File: src/rtl/i2c_gate_pkg.sv
package i2c_gate_pkg;
  localparam logic [1:0] RSP_OK      = 2'b00;
  localparam logic [1:0] RSP_TIMEOUT = 2'b01;
  localparam logic [1:0] RSP_DNERR   = 2'b10;

  typedef struct packed {
    logic latchReq;   // capture request for forwarding
    logic loadBlock;  // load timeout status
    logic loadDown;   // load master status
  } gateStrobe_t;
endpackage

File: src/rtl/gate_datapath.sv
module gate_datapath
  import i2c_gate_pkg::*;
#(
  parameter int N_ENTRIES = 8,
  parameter int BUS_W = 2,
  parameter int LEN_W = 8,
  parameter logic [BUS_W-1:0] PROT_BUS = 1,
  parameter logic [6:0] PROT_ADDR = 7'h2E,
  localparam int IDX_W = (N_ENTRIES > 1) ? $clog2(N_ENTRIES) : 1
) (
  input  logic             clk,
  input  logic             rstN,
  input  logic             cfgWe,
  input  logic [IDX_W-1:0] cfgIdx,
  input  logic             cfgValid,
  input  logic [6:0]       cfgAddr,
  input  logic [BUS_W-1:0] reqBus,
  input  logic [6:0]       reqAddr,
  input  logic             reqRead,
  input  logic [LEN_W-1:0] reqLen,
  input  logic [1:0]       dnStatus,
  input  gateStrobe_t      strobe,
  output logic             reqBlocked,
  output logic [BUS_W-1:0] fwdBus,
  output logic [6:0]       fwdAddr,
  output logic             fwdRead,
  output logic [LEN_W-1:0] fwdLen,
  output logic [1:0]       rspStatus
);
  logic [N_ENTRIES-1:0] entryValid;
  logic [6:0]           entryAddr [N_ENTRIES];
  logic [N_ENTRIES-1:0] hitVec;

  for (genvar i = 0; i < N_ENTRIES; i++) begin : g_entry
    always_ff @(posedge clk) begin
      if (!rstN) begin
        entryValid[i] <= 1'b0;
        entryAddr[i]  <= '0;
      end else if (cfgWe && cfgIdx == IDX_W'(i)) begin
        entryValid[i] <= cfgValid;
        entryAddr[i]  <= cfgAddr;
      end
    end
    assign hitVec[i] = entryValid[i] && (entryAddr[i] == reqAddr);
  end

  logic onProtBus, listHit, badShape;
  always_comb begin
    onProtBus  = (reqBus == PROT_BUS);
    listHit    = |hitVec;
    badShape   = (reqAddr == PROT_ADDR) &&
                 ((reqRead && reqLen == LEN_W'(1)) || (!reqRead && reqLen == '0));
    // allowlist first, then shape
    reqBlocked = onProtBus && (!listHit || badShape);
  end

  always_ff @(posedge clk) begin
    if (!rstN) begin
      fwdBus    <= '0;
      fwdAddr   <= '0;
      fwdRead   <= 1'b0;
      fwdLen    <= '0;
      rspStatus <= RSP_OK;
    end else begin
      if (strobe.latchReq) begin
        fwdBus  <= reqBus;
        fwdAddr <= reqAddr;
        fwdRead <= reqRead;
        fwdLen  <= reqLen;
      end
      if (strobe.loadBlock)     rspStatus <= RSP_TIMEOUT;
      else if (strobe.loadDown) rspStatus <= dnStatus;
    end
  end

  // a written valid entry makes its address hit on the next cycle
  p_cfg_hit_r4: assert property (@(posedge clk) disable iff (!rstN)
    cfgWe && cfgValid && reqAddr == cfgAddr ##0 $stable(reqAddr)[*1] |-> 1'b1 ##1 (reqAddr != $past(cfgAddr)) || hitVec[$past(cfgIdx)]);
endmodule

File: src/rtl/gate_control.sv
module gate_control
  import i2c_gate_pkg::*;
(
  input  logic        clk,
  input  logic        rstN,
  input  logic        reqValid,
  input  logic        reqBlocked,
  input  logic        fwdReady,
  input  logic        dnRespValid,
  output logic        reqReady,
  output logic        fwdValid,
  output logic        rspValid,
  output gateStrobe_t strobe
);
  typedef enum logic [1:0] {S_IDLE, S_FWD, S_WAIT, S_RESP} gateState_e;
  gateState_e state, stateNext;

  logic accept;
  assign accept = reqValid && reqReady;

  always_comb begin
    reqReady = (state == S_IDLE);
    fwdValid = (state == S_FWD);
    rspValid = (state == S_RESP);
    strobe.latchReq  = accept && !reqBlocked;
    strobe.loadBlock = accept && reqBlocked;
    strobe.loadDown  = (state == S_WAIT) && dnRespValid;
    stateNext = state;
    unique case (state)
      S_IDLE: if (accept) stateNext = reqBlocked ? S_RESP : S_FWD;
      S_FWD:  if (fwdReady) stateNext = S_WAIT;
      S_WAIT: if (dnRespValid) stateNext = S_RESP;
      S_RESP: stateNext = S_IDLE;
      default: stateNext = S_IDLE;
    endcase
  end

  always_ff @(posedge clk) begin
    if (!rstN) state <= S_IDLE;
    else       state <= stateNext;
  end

  // an accepted request closes the input until its response
  p_accept_closes_r9: assert property (@(posedge clk) disable iff (!rstN)
    accept |=> !reqReady);
  // stray completion in idle gives no response
  p_stray_dn_r11: assert property (@(posedge clk) disable iff (!rstN)
    reqReady && !reqValid && dnRespValid |=> !rspValid);
endmodule

File: src/rtl/i2c_req_gate.sv
module i2c_req_gate
  import i2c_gate_pkg::*;
#(
  parameter int N_ENTRIES = 8,
  parameter int BUS_W = 2,
  parameter int LEN_W = 8,
  parameter logic [BUS_W-1:0] PROT_BUS = 1,
  parameter logic [6:0] PROT_ADDR = 7'h2E,
  localparam int IDX_W = (N_ENTRIES > 1) ? $clog2(N_ENTRIES) : 1
) (
  input  logic             clk,
  input  logic             rstN,
  input  logic             cfgWe,
  input  logic [IDX_W-1:0] cfgIdx,
  input  logic             cfgValid,
  input  logic [6:0]       cfgAddr,
  input  logic             reqValid,
  output logic             reqReady,
  input  logic [BUS_W-1:0] reqBus,
  input  logic [6:0]       reqAddr,
  input  logic             reqRead,
  input  logic [LEN_W-1:0] reqLen,
  output logic             fwdValid,
  input  logic             fwdReady,
  output logic [BUS_W-1:0] fwdBus,
  output logic [6:0]       fwdAddr,
  output logic             fwdRead,
  output logic [LEN_W-1:0] fwdLen,
  input  logic             dnRespValid,
  input  logic [1:0]       dnStatus,
  output logic             rspValid,
  output logic [1:0]       rspStatus
);
  gateStrobe_t strobe;
  logic reqBlocked;

  gate_datapath #(
    .N_ENTRIES(N_ENTRIES), .BUS_W(BUS_W), .LEN_W(LEN_W),
    .PROT_BUS(PROT_BUS), .PROT_ADDR(PROT_ADDR)
  ) uDp (
    .clk(clk), .rstN(rstN),
    .cfgWe(cfgWe), .cfgIdx(cfgIdx), .cfgValid(cfgValid), .cfgAddr(cfgAddr),
    .reqBus(reqBus), .reqAddr(reqAddr), .reqRead(reqRead), .reqLen(reqLen),
    .dnStatus(dnStatus), .strobe(strobe), .reqBlocked(reqBlocked),
    .fwdBus(fwdBus), .fwdAddr(fwdAddr), .fwdRead(fwdRead), .fwdLen(fwdLen),
    .rspStatus(rspStatus)
  );

  gate_control uCtl (
    .clk(clk), .rstN(rstN), .reqValid(reqValid), .reqBlocked(reqBlocked),
    .fwdReady(fwdReady), .dnRespValid(dnRespValid),
    .reqReady(reqReady), .fwdValid(fwdValid), .rspValid(rspValid),
    .strobe(strobe)
  );

  // refused request answers next cycle with timeout, never forwarded
  p_block_timeout_r3: assert property (@(posedge clk) disable iff (!rstN)
    reqValid && reqReady && reqBlocked |=> rspValid && rspStatus == RSP_TIMEOUT && !fwdValid);
  // forwarded request holds while the master stalls
  p_fwd_hold_r8: assert property (@(posedge clk) disable iff (!rstN)
    fwdValid && !fwdReady |=> fwdValid && $stable(fwdAddr) && $stable(fwdLen)
                              && $stable(fwdRead) && $stable(fwdBus));
  // no one-byte read to the sensitive device on the guarded bus
  p_no_short_read_r5: assert property (@(posedge clk) disable iff (!rstN)
    fwdValid && fwdBus == PROT_BUS && fwdAddr == PROT_ADDR |-> !(fwdRead && fwdLen == LEN_W'(1)));
  // no zero-byte write to the sensitive device on the guarded bus
  p_no_empty_write_r6: assert property (@(posedge clk) disable iff (!rstN)
    fwdValid && fwdBus == PROT_BUS && fwdAddr == PROT_ADDR |-> !(!fwdRead && fwdLen == '0));
  // master status passed through in a single pulse
  p_dn_pass_r10: assert property (@(posedge clk) disable iff (!rstN)
    !fwdValid && !reqReady && !rspValid && dnRespValid |=> rspValid && rspStatus == $past(dnStatus));
  p_rsp_pulse_r10: assert property (@(posedge clk) disable iff (!rstN)
    rspValid |=> !rspValid);
endmodule

File: config.mk
export PLATFORM = sky130hd
export DESIGN_NAME = i2c_req_gate
export DESIGN_NICKNAME = d
export VERILOG_FILES = /design/src/rtl/i2c_gate_pkg.sv /design/src/rtl/gate_datapath.sv /design/src/rtl/gate_control.sv /design/src/rtl/i2c_req_gate.sv
export SDC_FILE = /design/constraint.sdc
export NUM_CORES = 1
export LEC_CHECK = 0
export BUFFER_PORTS_ARGS = -buffer_cell sky130_fd_sc_hd__buf_4
export CORE_MARGIN = 10
export CORE_UTILIZATION = 43
export DETAILED_ROUTE_END_ITERATION = 16
export SETUP_SLACK_MARGIN = 0.3
export SYNTH_ARGS = -nofsm -noshare
export SYNTH_HDL_FRONTEND = slang
export SYNTH_SLANG_ARGS = --single-unit
export TNS_END_PERCENT = 5
File: constraint.sdc
create_clock -name clk -period 3 [get_ports clk]
set_input_delay 0.6 -clock clk [delete_from_list [all_inputs] [get_ports clk]]
set_output_delay 0.6 -clock clk [all_outputs]
set_load 0.02 [all_outputs]
==> results of run 1 <==
-- per-layer routing --
| metal | share of wire (%) | GRT usage (%) | vias up |
|---|---|---|---|
| met1 | 48 | 17.64 | 1311 |
| met4 | 1.4 | 5.267 | 0 |
| li1 | - | - | 1391 |
| met3 | 4.8 | 3.665 | 12 |
| met5 | 0 | 0 | - |
| met2 | 46 | 22.22 | 68 |
-- sequential cells by signal, summed over array words and instances (netlist names) --
name and cells:
uCtl.state 2, uDp.entryAddr 56, uDp.entryValid 8, uDp.fwdAddr 7, uDp.fwdBus 2, uDp.fwdLen 8, uDp.fwdRead 1, uDp.rspStatus 2
-- stage by stage --
step	std cells	utilization, %	power [uW]	instance area, um^2
2_1_floorplan	373	-	1879	4165
3_3_place_gp	554	50.49	2097	4710
3_5_place_dp	554	50.49	2106	4710
4_1_cts	570	52.46	2861	4893
5_1_grt	570	52.46	2962	4893
6_report	570	52.46	2833	4893
-- final timing paths --
kind                         from        endpoint  slack [ns]  cells after the start
max reg2reg  uDp.entryAddr[1][18]  uDp.fwdAddr[3]        0.84                      8
min                 uDp.fwdBus[1]   uDp.fwdBus[1]        0.46                      2
min reg2reg         uDp.fwdBus[1]   uDp.fwdBus[1]        0.46                      2
max                    reqAddr[4]  uDp.fwdAddr[3]        0.74                      9
-- final cells by class --
| class | count | area (um^2) | area share (%) |
|---|---|---|---|
| inverter | 14 | 52.55 | 1.074 |
| clock buffer | 10 | 148.9 | 3.043 |
| timing repair buffer | 67 | 515.5 | 10.53 |
| tap | 129 | 161.4 | 3.298 |
| clock inverter | 6 | 35.03 | 0.7159 |
| multi-input combinational | 258 | 1698 | 34.70 |
| sequential | 86 | 2282 | 46.64 |
-- power breakdown --
group,switching [uW],internal (uW),total [uW]
combinational,353,286,639
clock,419,346,764
sequential,60.6,1370,1430
total,832,2000,2830
-- layout by cell type, fill, tap and decap left out, types with 2 or more instances in the layout --
cell                        n
sky130_fd_sc_hd__nand3b_1   2
sky130_fd_sc_hd__xor2_1    24
sky130_fd_sc_hd__edfxtp_1  56
sky130_fd_sc_hd__nand2_1   45
sky130_fd_sc_hd__o21ai_0   19
sky130_fd_sc_hd__ha_1       4
sky130_fd_sc_hd__nand3_1    4
sky130_fd_sc_hd__nor2_1    16
sky130_fd_sc_hd__mux2i_1   17
sky130_fd_sc_hd__nor4_1     6
sky130_fd_sc_hd__and2_1    56
sky130_fd_sc_hd__nand4_1   12
sky130_fd_sc_hd__o21ai_1    3
sky130_fd_sc_hd__buf_4     66
sky130_fd_sc_hd__inv_1     14
sky130_fd_sc_hd__clkbuf_8   9
sky130_fd_sc_hd__xnor2_1   33
sky130_fd_sc_hd__clkinv_2   3
sky130_fd_sc_hd__o221a_2    2
sky130_fd_sc_hd__dfxtp_1   30
-- kinds of logic (layout without fill, tap and decap cells) --
kind of cell	count (synthesis)	after routing
xor gates and xnor gates	57	57
adders and majority gates	4	4
and+or+nand+nor	149	149
DFF	86	86
buffers and inverters	29	97
AOI/OAI and AO/OA	30	30
muxes	18	18
-- tightest hold or removal path, cell delays in order, from the launching register on --
cell                      delay (ns)
sky130_fd_sc_hd__dfxtp_1        0.32
sky130_fd_sc_hd__nand2_1        0.06
sky130_fd_sc_hd__o21ai_1        0.05
==> impl_metrics.ini, run 1 <==
[sta]
period_needed_ns = 2.264
clock.fmax_mhz = 441.6
timing.final.hold_violations = 0
total_of_endpoints_with_negative_setup_slack_in_the_final_report = 0
final.setup.worst_slack_ns = 0.7356
rsz_0062_raised_after_global_routing = false
timing.final.crit_share_pct = 75.48
aggregate_negative_setup_slack_ns = 0
clock-skew-final_ns = 0.006668
timing.slew.headroom_pct = 19.92
worst_hold_slack_ns = 0.4567
timing.final.max_slew_violations = 0
tightest_slew_ns = 1.189

[clock_tree]
tritoncts_num_sinks = 86
post_cts_hold_buffer_count = 0
cts.repair.resized = 0
cts_tree = yes
clk_latency_ns = 0.36
worst_setup_hold_path_clk_slew_ns = 0.09
cts_root_buffer = sky130_fd_sc_hd__clkbuf_8
tritoncts.num_buffers = 9
post-cts-setup-buffer-count = 0
cts.htree.levels = 3
cts_max_path_buffers = 2

[worst_hold_path]
hold_class = flop to flop

[routing]
detail_route.wirelength_mm = 9.730
dr.first_iter.drc_count = 156
via_count = 2782
drc = 0
route.detailed.wl_per_inst_um = 17.07
drtPass1Iterations = 4
final_antenna_net_count = 0
viasPerCell = 4.881

[critical_path]
endpoint_kind = flop
critical_path.cell_chain = buf_4, xor2_1, nor4_1, nand4_1, o21ai_0, or4_4, o21a_1, buf_12, mux2i_1
path_max_fanout = 13
critical-path-top-delay-family = simple AND/OR/NAND/NOR gates
timing.critical_path.required_ns = 3.25
crit_path_max_incr_delay_ns = 0.53
timing.critical_path.arrival_ns = 2.52
worst_path_max_delay_cell = sky130_fd_sc_hd__or4_4
cp_class = input pin to flop
startpoint_type = input pin
timing.critical_path.buf_inv = 2

[yosys]
ys_seq_area_share_pct = 54.79
yosysTopAreaCellShare_pct = 40.37
synth_xor_xnor_area_share_pct = 11.99
syn-num-nets = 414
syn-cell-area_um2 = 4165
yosys.area.top_type = sky130_fd_sc_hd__edfxtp_1
synthSimpleGateAreaFrac_pct = 18.95
yosys_warnings = 0
synth_top_cells_by_area = sky130_fd_sc_hd__edfxtp_1, sky130_fd_sc_hd__dfxtp_1, sky130_fd_sc_hd__and2_1, sky130_fd_sc_hd__xnor2_1, sky130_fd_sc_hd__xor2_1
synth-async-reset-ratio_pct = 0
synthMuxAreaShare_pct = 4.356
synth.ff_latch_count = 86
post_synth_edffs = 56
ys_dominant_reg_cell = sky130_fd_sc_hd__edfxtp_1
synth_cells = 373
yosysUniqueCellTypes = 35
largest_family_of_logic_cells_by_synthesized_area = simple AND/OR/NAND/NOR gates
synthesized_area_fraction_occupied_by_ao_oa_aoi_and_oai_cells_pct = 4.266
synth-adder-area-share_pct = 1.202
syn-mean-instance-area_um2 = 11.17
synthTopCellsByCount = sky130_fd_sc_hd__and2_1, sky130_fd_sc_hd__edfxtp_1, sky130_fd_sc_hd__nand2_1

[placed_design]
portBuffers = 59
gp_congestion = 0.8359
detailed_place_hpwl_mm = 6.966
place_worst_setup_slack_ns = 0.3499

[final_layout]
finish.net_count = 477
n_antenna_cell = 0
drive_above_1_share_pct = 20.18
final.fill_count = 850
area_delta_synth_final_pct = 17.48

[floorplan]
chip_height_um = 118.4
fp-row-count = 35
core_area_um2 = 9328
start_util_pct = 44.65
num_io_pins = 60
die_w_um = 118.4
fp.dieArea_um2 = 14020

[pwr]
total_leakage_power_uw = 0.001863
peakVddDrop_mv = 0.2709
powerDensity_nw_per_um2 = 578.9

[global_routing]
grt_pass1_vias = 2835
grt_start_max_net_pins = 50
grt_antenna_before_repair = 0
track_usage_pct = 13.91
global_route_wire_length_before_repair_mm = 15.38
grt.overflow.total = 0

[status]
status = finished, final reports clean

[run]
cap_violations = 0
(Power assumes the default switching activity.)
==> run 2: changes to the inputs <==
PLACE_DENSITY = 0.65   (was default)
clock period = 1.9 ns   (was 3 ns; I/O delays follow)
==> run 2 against run 1 <==
Effect of this change:
- the flow now finishes with violations (negative setup slack)
- via count increased by 4.6%
- sequential share of layout area decreased by 2.4 points
- clock power increased by 94%
- clock skew increased by 0.0011 ns
- critical endpoint is now uDp.fwdAddr[5]
- critical path depth decreased by 1
- setup slack got worse by 0.84 ns
- worst hold slack got worse by 0.18 ns
- combinational power increased by 72%
- power increased by 71%
==> impl_metrics.ini, run 2 (synthesis results as in run 1) <==
[sta]
timing.final.max_slew_violations = 0
period_needed_ns = 2.008
timing.final.crit_share_pct = 105.7
clock-skew-final_ns = 0.007772
tightest_slew_ns = 0.5212
rsz_0062_raised_after_global_routing = true
final.setup.worst_slack_ns = -0.1076
clock.fmax_mhz = 498.1
timing.final.hold_violations = 0
timing.slew.headroom_pct = 65.13
worst_hold_slack_ns = 0.2737
aggregate_negative_setup_slack_ns = -1.718
total_of_endpoints_with_negative_setup_slack_in_the_final_report = 19

[clock_tree]
worst_setup_hold_path_clk_slew_ns = 0.09
post-cts-setup-buffer-count = 0
cts.htree.levels = 3
cts_root_buffer = sky130_fd_sc_hd__clkbuf_8
tritoncts_num_sinks = 86
clk_latency_ns = 0.35
cts_max_path_buffers = 2
tritoncts.num_buffers = 9
cts_tree = yes
post_cts_hold_buffer_count = 0

[critical_path]
worstSetupStartpoint = uDp.entryAddr[0][22]
path_max_fanout = 7
critical_path.reg2reg.startpoint = uDp.entryAddr[0][22]
reg2reg_to = uDp.fwdAddr[5]
timing.critical_path.buf_inv = 1
worstRegToRegCells = 8
regToRegSetupSlack_ns = -0.11
critical-path-top-delay-family = simple AND/OR/NAND/NOR gates
startpoint_type = flop
endpoint_kind = flop
critical_path.cell_chain = xor2_1, nor4_2, nand4_1, o21ai_1, or4_4, o21a_4, buf_8, mux2i_1
timing.critical_path.required_ns = 2.15
timing.critical_path.arrival_ns = 2.26
cp_class = flop to flop
worst_path_max_delay_cell = sky130_fd_sc_hd__or4_4
crit_path_max_incr_delay_ns = 0.54

[final_layout]
area_delta_synth_final_pct = 23.82
largest_registers = uDp.entryAddr: 56 flops, uDp.entryValid: 8 flops, uDp.fwdLen: 8 flops
finish.net_count = 497
register_with_the_most_flip_flops = uDp.entryAddr
drive_above_1_share_pct = 24.95
layout_common_cells = sky130_fd_sc_hd__buf_4, sky130_fd_sc_hd__and2_1, sky130_fd_sc_hd__edfxtp_1
largest_reg_flops = 56
most_common_library_cell_in_the_layout_ignoring_fill_and_taps = sky130_fd_sc_hd__buf_4
n_antenna_cell = 0

[floorplan]
die_w_um = 118.4
fp.dieArea_um2 = 14020
chip_height_um = 118.4
fp-row-count = 35
num_io_pins = 60
start_util_pct = 44.65
core_area_um2 = 9328

[routing]
via_count = 2909
dr.first_iter.drc_count = 164
drc = 0
final_antenna_net_count = 0
drtPass1Iterations = 4
detail_route.wirelength_mm = 10.30
route.detailed.wl_per_inst_um = 17.45
viasPerCell = 4.931

[global_routing]
grt_antenna_before_repair = 0
grt_start_max_net_pins = 40
global_route_wire_length_before_repair_mm = 16.55
grt_pass1_vias = 3161
track_usage_pct = 14.71
grt.overflow.total = 0

[placed_design]
gp_congestion = 0.8214
portBuffers = 59
detailed_place_hpwl_mm = 7.168

[run]
cap_violations = 0

[pwr]
peakVddDrop_mv = 0.3435
total_leakage_power_uw = 0.002004
powerDensity_nw_per_um2 = 939.0

[worst_hold_path]
hold_class = input pin to flop
holdPathEnd = uDp.fwdBus[1]
worstHoldPathCells = 3
worstHoldStart = reqBus[1]

[status]
violations = negative setup slack
status = complete, but fails checks
[run 2: through the flow]
step	cells	worst slack [ns]	utilization [%]	total power (uW)	area, um^2
floorplan	373	-0.1437	-	2982	4227
global placement	573	-0.3386	52.15	3331	4865
detailed placement	573	-0.3839	52.15	3360	4865
CTS	590	-0.1151	55.17	4883	5146
global route	590	-0.1739	55.29	5087	5157
finish	590	-0.1076	55.29	4843	5157
[run 2: final cells by class]
class / count / area [um^2]
multi-input cells: 258 / 1730
flip-flops and latches: 86 / 2283
fillers: 818 / 4170
repair buffers: 87 / 693.2
clock inverters: 3 / 45.04
inverters: 14 / 52.55
well taps: 129 / 161.4
clock buffers: 13 / 191.4
[run 2: worst min-delay path, stage by stage]
cell and delay, ns:
sky130_fd_sc_hd__buf_4 0.08, sky130_fd_sc_hd__nand3_1 0.08, sky130_fd_sc_hd__o21ai_2 0.06
[run 2: power breakdown]
| group | switching [uW] | leakage (uW) | total, uW | internal, uW |
|---|---|---|---|---|
| sequential | 96.2 | 0.000786 | 2260 | 2160 |
| clock | 672 | 0.000121 | 1480 | 811 |
| combinational | 583 | 0.00110 | 1100 | 517 |
[run 2: worst max-delay path by stage]
stage | slack [ns] | depth (start not counted) | endpoint
after floorplan | -0.14 | 10 | uDp.fwdLen[0]
after global placement | -0.34 | 9 | uDp.fwdRead
after detailed placement | -0.38 | 9 | uDp.fwdLen[5]
after CTS | -0.12 | 8 | uDp.fwdAddr[5]
after global routing | -0.17 | 8 | uDp.fwdAddr[1]
final | -0.11 | 8 | uDp.fwdAddr[5]
[run 2: repair_timing]
action                                  in CTS  in global routing
pin swaps                                    5                  7
gates resized for setup                     11                  3
gates cloned                                 1                  0
endpoints found under the setup margin      22                 23
[run 2: metal layers]
metal | up-vias | wire (um) | GRT usage [%]
li1 | 1426 | - | -
met1 | 1399 | 4798 | 17.95
met2 | 70 | 4939 | 25.17
met3 | 14 | 376 | 2.856
met4 | 0 | 183 | 5.420
met5 | - | 0 | 0
==> run 3: changes to the inputs <==
ABC_AREA = 1   (was default)
PLACE_DENSITY = default   (was 0.65)
==> run 3 against run 2 <==
Effect of this change:
- highest routed layer unchanged
- setup slack better by 0.27 ns
- maximum frequency is 16% higher
- synthesized cell count up 62%
- largest cell class unchanged
- count of clock-buffer cells in the layout is the same
- largest power group unchanged
- the run now ends clean
- critical path type unchanged
==> impl_metrics.ini, run 3 <==
[routing]
drc = 0
via_count = 4019
detail_route.wirelength_mm = 12.85
drtPass1Iterations = 5
final_antenna_net_count = 0
viasPerCell = 4.842
dr.first_iter.drc_count = 309
route.detailed.wl_per_inst_um = 15.48

[final_layout]
largest_reg_flops = 56
post_layout_nonfiller_instances = 830
register_with_the_most_flip_flops = uDp.entryAddr
most_common_library_cell_in_the_layout_ignoring_fill_and_taps = sky130_fd_sc_hd__nand2_1
drive_above_1_share_pct = 17.44
largest_registers = uDp.entryAddr: 56 flops, uDp.entryValid: 8 flops, uDp.fwdLen: 8 flops
n_antenna_cell = 0
area_delta_synth_final_pct = 22.07
layout_common_cells = sky130_fd_sc_hd__nand2_1, sky130_fd_sc_hd__nor2_1, sky130_fd_sc_hd__inv_1
finish.net_count = 730

[placed_design]
detailed_place_hpwl_mm = 9.261
gp_congestion = 0.8886
portBuffers = 59
placed_cells_incl_taps = 813
place_worst_setup_slack_ns = -0.1871

[floorplan]
fp-row-count = 37
die_w_um = 122.6
num_io_pins = 60
chip_height_um = 122.6
fp.dieArea_um2 = 15020
start_util_pct = 44.01
core_area_um2 = 10280

[yosys]
yosysTopAreaCellShare_pct = 37.18
synth_top_cells_by_area = sky130_fd_sc_hd__edfxtp_1, sky130_fd_sc_hd__nand2_1, sky130_fd_sc_hd__dfxtp_1, sky130_fd_sc_hd__nor2_1, sky130_fd_sc_hd__inv_1
ys_dominant_reg_cell = sky130_fd_sc_hd__edfxtp_1
syn-mean-instance-area_um2 = 7.501
yosys_warnings = 0
ys_seq_area_share_pct = 50.46
yosys.area.top_type = sky130_fd_sc_hd__edfxtp_1
synth.ff_latch_count = 86
syn-cell-area_um2 = 4523
synthTopCellsByCount = sky130_fd_sc_hd__nand2_1, sky130_fd_sc_hd__nor2_1, sky130_fd_sc_hd__inv_1
synth-async-reset-ratio_pct = 0
yosys.cell_count.top_type = sky130_fd_sc_hd__nand2_1
yosysUniqueCellTypes = 31
post_synth_edffs = 56
syn-num-nets = 644
synth_cells = 603

[clock_tree]
cts_tree = yes
cts_max_path_buffers = 2
tritoncts.num_buffers = 9
post-cts-setup-buffer-count = 0
tritoncts_num_sinks = 86
cts_root_buffer = sky130_fd_sc_hd__clkbuf_8
cts.htree.levels = 3
clk_latency_ns = 0.36
worst_setup_hold_path_clk_slew_ns = 0.08

[pwr]
total_leakage_power_uw = 0.002695
peakVddDrop_mv = 0.4448
powerDensity_nw_per_um2 = 874.7

[sta]
timing.final.crit_share_pct = 91.20
clock.fmax_mhz = 577.1
rsz_0062_raised_after_global_routing = true
total_of_endpoints_with_negative_setup_slack_in_the_final_report = 0
timing.final.max_slew_violations = 0
timing.slew.headroom_pct = 51.87
period_needed_ns = 1.733
timing.final.hold_violations = 0
tightest_slew_ns = 0.7192
clock-skew-final_ns = 0.01152
final.setup.worst_slack_ns = 0.1672

[critical_path]
crit_path_max_incr_delay_ns = 0.43
endpoint_kind = flop
critical_path.cell_chain = inv_1, nand2_1, nand2_1, inv_1, nand2_1, nor2_1, nand2_1, nand2_1, nor2_1, nand2_1, nand2_4, nand2_4, a21oi_1, nor2_1
cp_class = flop to flop
worst_path_max_delay_cell = sky130_fd_sc_hd__edfxtp_1
crit_top_cell = sky130_fd_sc_hd__nand2_1
startpoint_type = flop
timing.critical_path.required_ns = 2.16
critical-path-top-delay-family = simple AND/OR/NAND/NOR gates
path_max_fanout = 17
timing.critical_path.arrival_ns = 1.99
timing.critical_path.buf_inv = 2

[global_routing]
track_usage_pct = 17.20
global_route_wire_length_before_repair_mm = 19.87
grt_start_max_net_pins = 37
grt_antenna_before_repair = 0
grt_pass1_vias = 3833
grt.overflow.total = 0

[run]
cap_violations = 0

[status]
status = finished, final reports clean

[worst_hold_path]
hold_class = input pin to flop
-- run 3: cell families after synthesis --
logic type / after synthesis / share of synthesized area [%]
AND/OR/NAND/NOR: 337 / 29.76
buffers and inverters: 122 / 11.48
flip-flops: 86 / 50.46
AO/OA/AOI/OAI: 45 / 5.422
XOR/XNOR: 8 / 1.549
adder cells (fa/ha/maj): 4 / 1.107
multiplexers: 1 / 0.2213
-- run 3: worst register-to-register path, stage by stage (launching register included) --
cell                       delay (ns)
sky130_fd_sc_hd__edfxtp_1        0.43
sky130_fd_sc_hd__inv_1           0.08
sky130_fd_sc_hd__nand2_1         0.06
sky130_fd_sc_hd__nand2_1         0.06
sky130_fd_sc_hd__inv_1           0.03
sky130_fd_sc_hd__nand2_1         0.05
sky130_fd_sc_hd__nor2_1          0.04
sky130_fd_sc_hd__nand2_1         0.10
sky130_fd_sc_hd__nand2_1         0.07
sky130_fd_sc_hd__nor2_1          0.09
sky130_fd_sc_hd__nand2_1         0.10
sky130_fd_sc_hd__nand2_4         0.12
sky130_fd_sc_hd__nand2_4         0.16
sky130_fd_sc_hd__a21oi_1         0.20
sky130_fd_sc_hd__nor2_1          0.06
-- run 3: metal layers --
layer  GRT usage (%)  share of wire (%)
met5               0                  0
met4           8.027                2.1
met3           3.306                7.3
met2           27.12                 46
met1           22.36                 45
-- run 3: final cells by class --
| cell class | count | area [um^2] |
|---|---|---|
| repair buffers | 91 | 733.2 |
| fillers | 1003 | 4756 |
| well taps | 136 | 170.2 |
| clock buffers | 13 | 168.9 |
| inverters | 105 | 399.1 |
| multi-input cells | 396 | 1750 |
| flip-flops and latches | 86 | 2282 |
| clock inverters | 3 | 17.52 |
-- run 3: power by group --
part	switching, uW	leakage [uW]	internal (uW)
Clock	656	0.0000954	580
Combinational	757	0.00181	520
Sequential	124	0.000787	2190
Total	1540	0.00270	3290
-- run 3: what timing repair did --
item | in CTS | in global routing
pin swaps | 0 | 0
hold buffers | 0 | 0
resized for setup | 1 | 2
gates cloned | 0 | 1
setup endpoints to repair | 21 | 24
hold endpoints to repair | 0 | 0
-- run 3: final timing paths --
path	end	cells past startpoint	slack [ns]	startpoint
setup / recovery	uDp.fwdLen[3]	14	0.17	uDp.entryAddr[0][18]
hold / removal	uDp.rspStatus[1]	3	0.26	dnStatus[1]
setup reg to reg	uDp.fwdLen[3]	14	0.17	uDp.entryAddr[0][18]
hold reg to reg	uDp.entryValid[5]	2	0.48	uDp.entryValid[5]
-- run 3: through the flow --
step,util (%),area [um^2],TNS [ns],hold slack [ns],total power (uW)
after floorplan,-,4528,0,0.4468,3101
after global placement,51.63,5306,-2.552,0.4597,3592
after detailed placement,51.63,5306,-2.863,0.4645,3627
after CTS,53.53,5502,0,0.2545,4843
after global routing,53.73,5522,0,0.2533,5084
final,53.73,5522,0,0.2611,4830
